## config.mk

```make
export PLATFORM = sky130hd
export DESIGN_NAME = lohi_divider
export DESIGN_NICKNAME = d
export VERILOG_FILES = /design/src/rtl/lohi_div_pkg.sv /design/src/rtl/lohi_div_fsm.sv /design/src/rtl/lohi_div_core.sv /design/src/rtl/lohi_div_fixup.sv /design/src/rtl/lohi_divider.sv
export SDC_FILE = /design/constraint.sdc
export NUM_CORES = 1
export LEC_CHECK = 0
export BUFFER_PORTS_ARGS = -buffer_cell sky130_fd_sc_hd__buf_2
export CAP_MARGIN = 25
export CORE_ASPECT_RATIO = 0.7
export CORE_MARGIN = 2
export CORE_UTILIZATION = 55
export DETAILED_ROUTE_END_ITERATION = 10
export PLACE_DENSITY = 0.82
export RECOVER_POWER = 25
export REMOVE_ABC_BUFFERS = 1
export SETUP_SLACK_MARGIN = 0.4
export SLEW_MARGIN = 20
export SYNTH_ARGS = -nofsm -noshare
export SYNTH_HDL_FRONTEND = slang
export SYNTH_HIERARCHICAL = 1
export SYNTH_SLANG_ARGS = --single-unit
```

## constraint.sdc

```tcl
create_clock -name clk -period 10.15 [get_ports clk]
set_input_delay 2.03 -clock clk [delete_from_list [all_inputs] [get_ports clk]]
set_output_delay 2.03 -clock clk [all_outputs]
set_load 0.03 [all_outputs]
```

## src/rtl/lohi_div_pkg.sv

```systemverilog
package lohi_div_pkg;
    typedef enum logic [1:0] {
        S_IDLE = 2'd0,
        S_ITER = 2'd1,
        S_FIX  = 2'd2
    } div_state_e;
endpackage

```

## src/rtl/lohi_div_fsm.sv

```systemverilog
module lohi_div_fsm
    import lohi_div_pkg::*;
#(
    parameter int DW = 32
) (
    input  logic clk,
    input  logic rst_n,
    input  logic start_i,
    output logic busy_o,
    output logic load_o,
    output logic step_o,
    output logic fix_o
);
    localparam int CW = $clog2(DW);

    div_state_e      state_q, state_d;
    logic [CW-1:0]   step_cnt;
    logic            last_step;

    assign last_step = (step_cnt == CW'(DW - 1));

    // state register and step counter
    always_ff @(posedge clk or negedge rst_n) begin
        if (!rst_n) begin
            state_q  <= S_IDLE;
            step_cnt <= '0;
        end else begin
            state_q <= state_d;
            if (load_o)
                step_cnt <= '0;
            else if (step_o)
                step_cnt <= step_cnt + 1'b1;
        end
    end

    always_comb begin
        state_d = state_q;
        unique case (state_q)
            S_IDLE: if (start_i)   state_d = S_ITER;
            S_ITER: if (last_step) state_d = S_FIX;
            S_FIX:                 state_d = S_IDLE;
            default:               state_d = S_IDLE;
        endcase
    end

    // output decode
    always_comb begin
        busy_o = 1'b0;
        load_o = 1'b0;
        step_o = 1'b0;
        fix_o  = 1'b0;
        unique case (state_q)
            S_IDLE: load_o = start_i;
            S_ITER: begin busy_o = 1'b1; step_o = 1'b1; end
            S_FIX:  begin busy_o = 1'b1; fix_o  = 1'b1; end
            default: ;
        endcase
    end
endmodule

```

## src/rtl/lohi_div_core.sv

```systemverilog
module lohi_div_core #(
    parameter int DW = 32
) (
    input  logic          clk,
    input  logic          rst_n,
    input  logic          load_i,
    input  logic          step_i,
    input  logic [DW-1:0] dividend_i,
    input  logic [DW-1:0] divisor_i,
    output logic [DW-1:0] quo_o,
    output logic [DW-1:0] rem_o,
    output logic          neg_q_o,
    output logic          neg_r_o,
    output logic          zero_o,
    output logic [DW-1:0] dvd_o
);
    logic [DW-1:0] dvs_q;
    logic [DW:0]   shifted;
    logic [DW:0]   trial;
    logic          fits;

    function automatic logic [DW-1:0] mag(input logic [DW-1:0] v);
        return v[DW-1] ? (~v + 1'b1) : v;
    endfunction

    assign shifted = {rem_o, quo_o[DW-1]};
    assign trial   = shifted - {1'b0, dvs_q};
    assign fits    = ~trial[DW];

    always_ff @(posedge clk or negedge rst_n) begin
        if (!rst_n) begin
            quo_o   <= '0;
            rem_o   <= '0;
            dvs_q   <= '0;
            neg_q_o <= 1'b0;
            neg_r_o <= 1'b0;
            zero_o  <= 1'b0;
            dvd_o   <= '0;
        end else if (load_i) begin
            quo_o   <= mag(dividend_i);
            rem_o   <= '0;
            dvs_q   <= mag(divisor_i);
            neg_q_o <= dividend_i[DW-1] ^ divisor_i[DW-1];
            neg_r_o <= dividend_i[DW-1];
            zero_o  <= (divisor_i == '0);
            dvd_o   <= dividend_i;
        end else if (step_i) begin
            rem_o <= fits ? trial[DW-1:0] : shifted[DW-1:0];
            quo_o <= {quo_o[DW-2:0], fits};
        end
    end
endmodule

```

## src/rtl/lohi_div_fixup.sv

```systemverilog
module lohi_div_fixup #(
    parameter int DW   = 32,
    parameter int XLEN = 64
) (
    input  logic [DW-1:0]   quo_i,
    input  logic [DW-1:0]   rem_i,
    input  logic            neg_q_i,
    input  logic            neg_r_i,
    input  logic            zero_i,
    input  logic [DW-1:0]   dvd_i,
    output logic [XLEN-1:0] lo_o,
    output logic [XLEN-1:0] hi_o
);
    localparam int EXT = XLEN - DW;

    logic [DW-1:0] q_s, r_s;

    assign q_s = neg_q_i ? (~quo_i + 1'b1) : quo_i;
    assign r_s = neg_r_i ? (~rem_i + 1'b1) : rem_i;

    always_comb begin
        if (zero_i) begin
            hi_o = {{EXT{dvd_i[DW-1]}}, dvd_i};
            lo_o = dvd_i[DW-1] ? XLEN'(1) : '1;
        end else begin
            lo_o = {{EXT{q_s[DW-1]}}, q_s};
            hi_o = {{EXT{r_s[DW-1]}}, r_s};
        end
    end
endmodule

```

## src/rtl/lohi_divider.sv

```systemverilog
module lohi_divider #(
    parameter int XLEN = 64,
    parameter int DW   = 32
) (
    input  logic            clk,
    input  logic            rst_n,
    input  logic            start_i,
    input  logic [XLEN-1:0] op_a_i,
    input  logic [XLEN-1:0] op_b_i,
    output logic            done_o,
    output logic            busy_o,
    output logic [XLEN-1:0] lo_o,
    output logic [XLEN-1:0] hi_o
);
    logic          load, step, fix;
    logic [DW-1:0] quo, rem, dvd;
    logic          neg_q, neg_r, zero;
    logic [XLEN-1:0] lo_d, hi_d;
    logic          unused_upper;

    assign unused_upper = ^{op_a_i[XLEN-1:DW], op_b_i[XLEN-1:DW]};

    lohi_div_fsm #(.DW(DW)) u_fsm (
        .clk(clk), .rst_n(rst_n), .start_i(start_i),
        .busy_o(busy_o), .load_o(load), .step_o(step), .fix_o(fix)
    );

    lohi_div_core #(.DW(DW)) u_core (
        .clk(clk), .rst_n(rst_n), .load_i(load), .step_i(step),
        .dividend_i(op_a_i[DW-1:0]), .divisor_i(op_b_i[DW-1:0]),
        .quo_o(quo), .rem_o(rem), .neg_q_o(neg_q), .neg_r_o(neg_r),
        .zero_o(zero), .dvd_o(dvd)
    );

    lohi_div_fixup #(.DW(DW), .XLEN(XLEN)) u_fix (
        .quo_i(quo), .rem_i(rem), .neg_q_i(neg_q), .neg_r_i(neg_r),
        .zero_i(zero), .dvd_i(dvd), .lo_o(lo_d), .hi_o(hi_d)
    );

    always_ff @(posedge clk or negedge rst_n) begin
        if (!rst_n) begin
            done_o <= 1'b0;
            lo_o   <= '0;
            hi_o   <= '0;
        end else begin
            done_o <= fix;
            if (fix) begin
                lo_o <= lo_d;
                hi_o <= hi_d;
            end
        end
    end
endmodule

```

==> results of run 1 <==
## stage by stage
| stage | hold WS (ns) | area, um2 | total power, mW | cells |
|---|---|---|---|---|
| 4_1_cts | 0.504 | 18000 | 5.81 | 2106 |
| 6_report | 0.500 | 18000 | 5.84 | 2111 |
| 5_1_grt | 0.516 | 18000 | 6.24 | 2109 |
| 3_5_place_dp | 0.489 | 17100 | 4.73 | 2057 |
| 3_3_place_gp | 0.483 | 17000 | 4.62 | 2056 |
| 2_1_floorplan | 0.475 | 15500 | 3.95 | 1473 |
## sequential cells by signal, indices dropped and copies added (netlist names)
name and cells:
hi_o 64, u_core/neg_r_o 1, u_core/dvs_q 32, u_core/dvd_o 31, u_fsm/state_q 2, lo_o 64
u_fsm/step_cnt 5, u_core/zero_o 1, u_core/rem_o 32, u_core/neg_q_o 1, u_core/quo_o 32, done_o 1
## layer usage
| layer | up-vias | GRT usage [%] |
|---|---|---|
| li1 | 5923 | - |
| met1 | 6045 | 36.2 |
| met2 | 371 | 36.9 |
| met3 | 63 | 3.84 |
| met4 | 4 | 6.87 |
| met5 | - | 0 |
## placed cells by master (no fill, tap or decap), types with 17 or more instances in the layout
cell type / count
inv_1: 59
nor3_1: 17
xnor2_1: 71
mux2_2: 169
o31ai_1: 33
a211oi_1: 35
dfrtp_1: 264
clkbuf_16: 27
a21o_1: 20
ha_1: 42
o41ai_1: 23
a21oi_1: 72
o21ai_0: 100
mux2i_1: 52
or3_1: 21
xor2_1: 70
nor2_1: 98
buf_2: 194
o21a_1: 37
nand2_1: 107
## cells by family (layout without fill, tap and decap cells)
kind of cell,Yosys count,count (layout),synth area share (%)
buf+inv,215,316,7.37
simple gates,363,363,11.1
xor+xnor,141,141,7.51
flops,266,266,40.5
compound gates,378,378,15.5
mux,222,222,14.8
other cells,0,4,0
fa+ha+maj,43,43,3.32
## critical path, cell delays in order
cell and delay, ns:
clkbuf_1 0.15, and2_0 1.57, clkinv_1 0.93, or4_1 0.76, o32ai_1 0.28
## final timing paths
kind,cells past startpoint,from,end,slack (ns)
min in group asynchronous,1,rst_n,done_o,1.51
setup / recovery,5,start_i,u_core/zero_o,4.86
setup reg to reg,6,u_fsm/state_q[1],u_core/quo_o[23],5.08
hold / removal,1,lo_o[44],lo_o[44],0.50
hold reg to reg,1,lo_o[44],lo_o[44],0.50
max in group asynchronous,2,rst_n,lo_o[43],6.42
## final cells by class
| class | count | area (um2) |
|---|---|---|
| clock inverter | 9 | 119 |
| antenna | 4 | 10.0 |
| tap | 378 | 473 |
| multi-input combinational | 1147 | 8600 |
| clock buffer | 40 | 815 |
| sequential | 266 | 6660 |
| fill | 2436 | 11200 |
| inverter | 60 | 225 |
| timing repair buffer | 207 | 1090 |
## power by group
part / leakage (nW) / switching, mW / total, mW / internal, mW
registers: 3.37 / 0.400 / 1.83 / 1.43
clock network: 0.457 / 0.432 / 1.04 / 0.609
logic: 4.56 / 1.72 / 2.97 / 1.25
==> results by group, run 1 <==
Logic synthesis
  • Mapped cell area: 0.0165 mm2
  • Synth area leader: dfrtp_1
  • Post-synthesis area per instance: 10.1 um2
  • Cell with the most instances after synthesis: dfrtp_1
  • Library cells used by synthesis: 74
  • Synth top cells by count: dfrtp_1, mux2_2, nand2_1
  • Yosys reg bits: 266
  • Largest cells by area after synthesis: dfrtp_1, mux2_2, xnor2_1
  • Main synth FF type: dfrtp_1
  • YS warnings: 6
  • Seq/Total Area, Yosys: 40.5%
  • Share of flip-flops with an asynchronous set or reset: 100%
  • Yosys top cell area share: 40.5%
  • Synthesized instance count: 1,628
  • Post-synth EDFFs: 0

Status
  • Violations in the final reports: capacitance limit, slew limit
  • Status: finished with violations

Die
  • Io pins: 261
  • Die Ht: 149 um
  • Die X: 211 um
  • Initial core utilization: 56.4%
  • Die Area: 0.0313 mm2
  • Row cnt: 52
  • Core outline area: 0.0291 mm2

Drt
  • Total wire length: 38.6 mm
  • TritonRoute pass-1 iters: 5
  • WL met3: 2.33 mm
  • Highest routed layer: met5
  • Routed Antenna Nets: 0
  • M1 WL: 18.3 mm
  • Via count: 12.4k
  • DRC viols: 0
  • Routed WL per cell: 18.3 um
  • Met2 wire len: 17.0 mm
  • Post-DR vias/cell: 5.88
  • Initial DRC Count: 1,188

Worst setup path
  • Critical path launch point type: input port
  • CP endpoint kind: flip-flop
  • Critical Path Fanout Max: 32
  • Crit Path Class: input port to flip-flop
  • Critical Path RT: 10.59 ns
  • Crit path DAT: 5.73 ns

Job
  • Max cap viols: 5

Power
  • Leakage: 8.38 nW
  • PwrDens: 324 mW/mm2
  • VDD IR max: 0.147 mV

Clock network
  • CTS Hold Bufs: 0
  • CTS Buffer Depth: 3
  • Setup Buffers After CTS: 0
  • # resized after CTS: 0
  • Clock-pin slew of the registers on the worst-case setup and hold paths: 0.06 ns
  • Htree depth: 1
  • CTS tree: built
  • CTS sink count: 266
  • Worst-Skew Late Latency: 0.57 ns
  • Cts bufs inserted: 27
  • Clock Root Buffer: clkbuf_16

Timing
  • Final min period: 5.29 ns
  • Worst Max-Slew Pin Slew: 3.41 ns
  • Final setup viols: 0
  • Final Max Slew Viols: 242
  • Total negative slack: 0 ns
  • Period utilization: 52.2%
  • Max Clk Rate: 189 MHz
  • Setup WS post-layout: 4.86 ns
  • RSZ-0062 raised after global routing: no
  • Setup Skew: 0.0233 ns
  • Slew Limit Headroom: -127%
  • Final Hold Viols: 0

Placement
  • Post-place setup slack: 5.10 ns
  • IO Port Bufs: 196
  • Final Wtd Congestion: 0.881
  • Hpwl dp: 27.4 mm

Final layout
  • Final core occ: 61.7%
  • Layout cells sized above 1: 26.0%
  • Synth-to-layout area growth: 9.34%
  • Nets: 1,883

Global route
  • Gr usage total: 24.3%
  • Global-route wire length before repair: 61.9 mm
  • Gr ovfl total: 0
  • Largest net degree at the start of global routing: 121
  • Number of global-route vias before repair: 11.6k
  • Initial antenna violation count: 4

Min path
  • Worst Hold Class: flip-flop to flip-flop
Power figures use the tool's default switching activity.
==> run 2, diff against run 1 <==
Clock period 10.15 ns to 5.55 ns, I/O delays scaled along.
==> run 2 against run 1 <==
The run still ends with capacitance limit, slew limit left. Final area grew 0.40%. Clock skew shrank 0.0066 ns. Final cell count grew 0.14%. Clock-buffer cell count shrank 7. Sequential cell count is the same. Sequential power grew 82%. Highest routed layer is now met4. Critical path type is now flip-flop to flip-flop.
==> results by group, run 2 (synthesis gave the netlist of run 1 again) <==
Final layout
  • Filler cells: 2,340 (was 2,436)
  • Post-route cell area: 0.0181 mm2 (was 0.0180 mm2)
  • Layout cells sized above 1: 26.6% (was 26.0%)
  • Synth-to-layout area growth: 9.78% (was 9.34%)
  • Most frequent cells in the layout: dfrtp_1, buf_2, mux2_2 (unchanged)
  • Largest regs: hi_o (64), lo_o (64) (unchanged)
  • Nets: 1,886 (was 1,883)
  • Most common cell after layout, fill and taps aside: dfrtp_1 (unchanged)

Die
  • Core outline area: 0.0291 mm2 (unchanged)
  • Die X: 211 um (unchanged)
  • Initial core utilization: 56.4% (unchanged)
  • Io pins: 261 (unchanged)
  • Row cnt: 52 (unchanged)
  • Die Ht: 149 um (unchanged)
  • Die Area: 0.0313 mm2 (unchanged)

Drt
  • Post-DR vias/cell: 5.87 (was 5.88)
  • Total wire length: 38.2 mm (was 38.6 mm)
  • Routed Antenna Nets: 0 (unchanged)
  • Initial DRC Count: 1,158 (was 1,188)
  • Routed WL per cell: 18.1 um (was 18.3 um)
  • Via count: 12.4k (about the same)
  • DRC viols: 0 (unchanged)
  • TritonRoute pass-1 iters: 5 (unchanged)

Timing
  • Slew Limit Headroom: -115% (was -127%)
  • Setup Skew: 0.0167 ns (was 0.0233 ns)
  • Total negative slack: 0 ns (unchanged)
  • Final Hold Viols: 0 (unchanged)
  • Final setup viols: 0 (unchanged)
  • Final min period: 4.21 ns
  • Worst Max-Slew Pin Slew: 3.22 ns (was 3.41 ns)
  • RSZ-0062 raised after global routing: no (unchanged)
  • Period utilization: 75.9%
  • Final Max Slew Viols: 127 (was 242)
  • Max Clk Rate: 237 MHz

Clock network
  • Cts bufs inserted: 27 (unchanged)
  • Setup Buffers After CTS: 0 (unchanged)
  • Worst-Skew Late Latency: 0.57 ns (about the same)
  • Clock Root Buffer: clkbuf_16 (unchanged)
  • Clock-pin slew of the registers on the worst-case setup and hold paths: 0.06 ns (about the same)
  • CTS sink count: 266 (unchanged)
  • CTS tree: built (unchanged)
  • CTS Hold Bufs: 0 (unchanged)
  • # resized after CTS: 0 (unchanged)
  • CTS Buffer Depth: 3 (unchanged)
  • Htree depth: 1 (unchanged)

Global route
  • Largest net degree at the start of global routing: 128 (was 121)
  • Gr usage total: 23.8% (was 24.3%)
  • Initial antenna violation count: 3 (was 4)
  • Global-route wire length before repair: 60.9 mm (was 61.9 mm)
  • Gr ovfl total: 0 (unchanged)
  • Number of global-route vias before repair: 11.6k (about the same)

Worst setup path
  • Critical path launch point type: flip-flop (was input port)
  • Crit Path Class: flip-flop to flip-flop (was input port to flip-flop)
  • Crit path DAT: 4.58 ns (was 5.73 ns)
  • CP endpoint kind: flip-flop (unchanged)
  • Critical Path Fanout Max: 19 (was 32)
  • Critical Path RT: 5.91 ns (was 10.59 ns)

Power
  • Leakage: 8.43 nW (was 8.38 nW)
  • VDD IR max: 0.268 mV (was 0.147 mV)
  • PwrDens: 593 mW/mm2 (was 324 mW/mm2)

Placement
  • Final Wtd Congestion: 0.889 (was 0.881)
  • Area after DPL: 0.0171 mm2 (about the same)
  • IO Port Bufs: 196 (unchanged)
  • Hpwl dp: 27.2 mm (was 27.4 mm)

Status
  • Violations in the final reports: capacitance limit, slew limit (unchanged)
  • Status: finished with violations (unchanged)

Job
  • Max cap viols: 1 (was 5)

Min path
  • Worst Hold Class: flip-flop to flip-flop (unchanged)
==> run 2: path summary, 6_finish.rpt <==
kind | startpoint | to | slack, ns | cells past startpoint
max | u_core/rem_o[28] | u_core/rem_o[19] | 1.34 | 10
min | hi_o[27] | hi_o[27] | 0.50 | 1
max reg2reg | u_core/rem_o[28] | u_core/rem_o[19] | 1.34 | 10
min reg2reg | hi_o[27] | hi_o[27] | 0.50 | 1
max in group asynchronous | rst_n | u_core/zero_o | 1.82 | 1
min in group asynchronous | rst_n | done_o | 1.57 | 1
==> run 2: per-layer routing <==
| metal | track usage [%] | vias up | part of all wire (%) |
|---|---|---|---|
| li1 | - | 5951 | - |
| met1 | 36.0 | 6040 | 48 |
| met2 | 36.1 | 349 | 44 |
| met3 | 3.27 | 64 | 5.5 |
| met4 | 6.02 | 0 | 2.2 |
| met5 | 0 | - | 0 |
==> run 2: final cells by class <==
| type | count | area, um2 | area share, % |
|---|---|---|---|
| antenna | 4 | 10.0 | 0.0554 |
| clock buffer | 33 | 758 | 4.20 |
| clock inverter | 16 | 199 | 1.10 |
| inverter | 60 | 225 | 1.25 |
| multi-input combinational | 1147 | 8630 | 47.8 |
| sequential | 266 | 6660 | 36.9 |
| tap | 378 | 473 | 2.62 |
| timing repair buffer | 210 | 1110 | 6.17 |
==> run 2: power by group <==
group,switching (mW),internal [mW]
clock network,0.809,1.12
registers,0.718,2.61
logic,3.17,2.28
total,4.70,6.02
==> run 2: critical path: stages (launching register included) <==
cell	delay (ns)
dfrtp_1	0.51
ha_1	0.43
a21o_1	0.25
a21o_1	0.20
a221oi_1	0.81
mux2i_1	0.29
o31a_1	0.18
and3_1	0.55
buf_4	0.44
mux2i_1	0.25
a211oi_1	0.09
==> run 2: stage by stage <==
| step | worst slack [ns] | hold slack (ns) | total power [mW] | instances | utilization (%) |
|---|---|---|---|---|---|
| after floorplan | 0.969 | 0.475 | 7.22 | 1473 | - |
| after global placement | 1.55 | 0.483 | 8.45 | 2058 | 58.6 |
| after detailed placement | 1.48 | 0.490 | 8.64 | 2058 | 58.6 |
| after CTS | 1.47 | 0.503 | 10.6 | 2107 | 61.8 |
| after global routing | 1.07 | 0.511 | 11.5 | 2113 | 62.0 |
| final | 1.34 | 0.500 | 10.7 | 2114 | 62.0 |
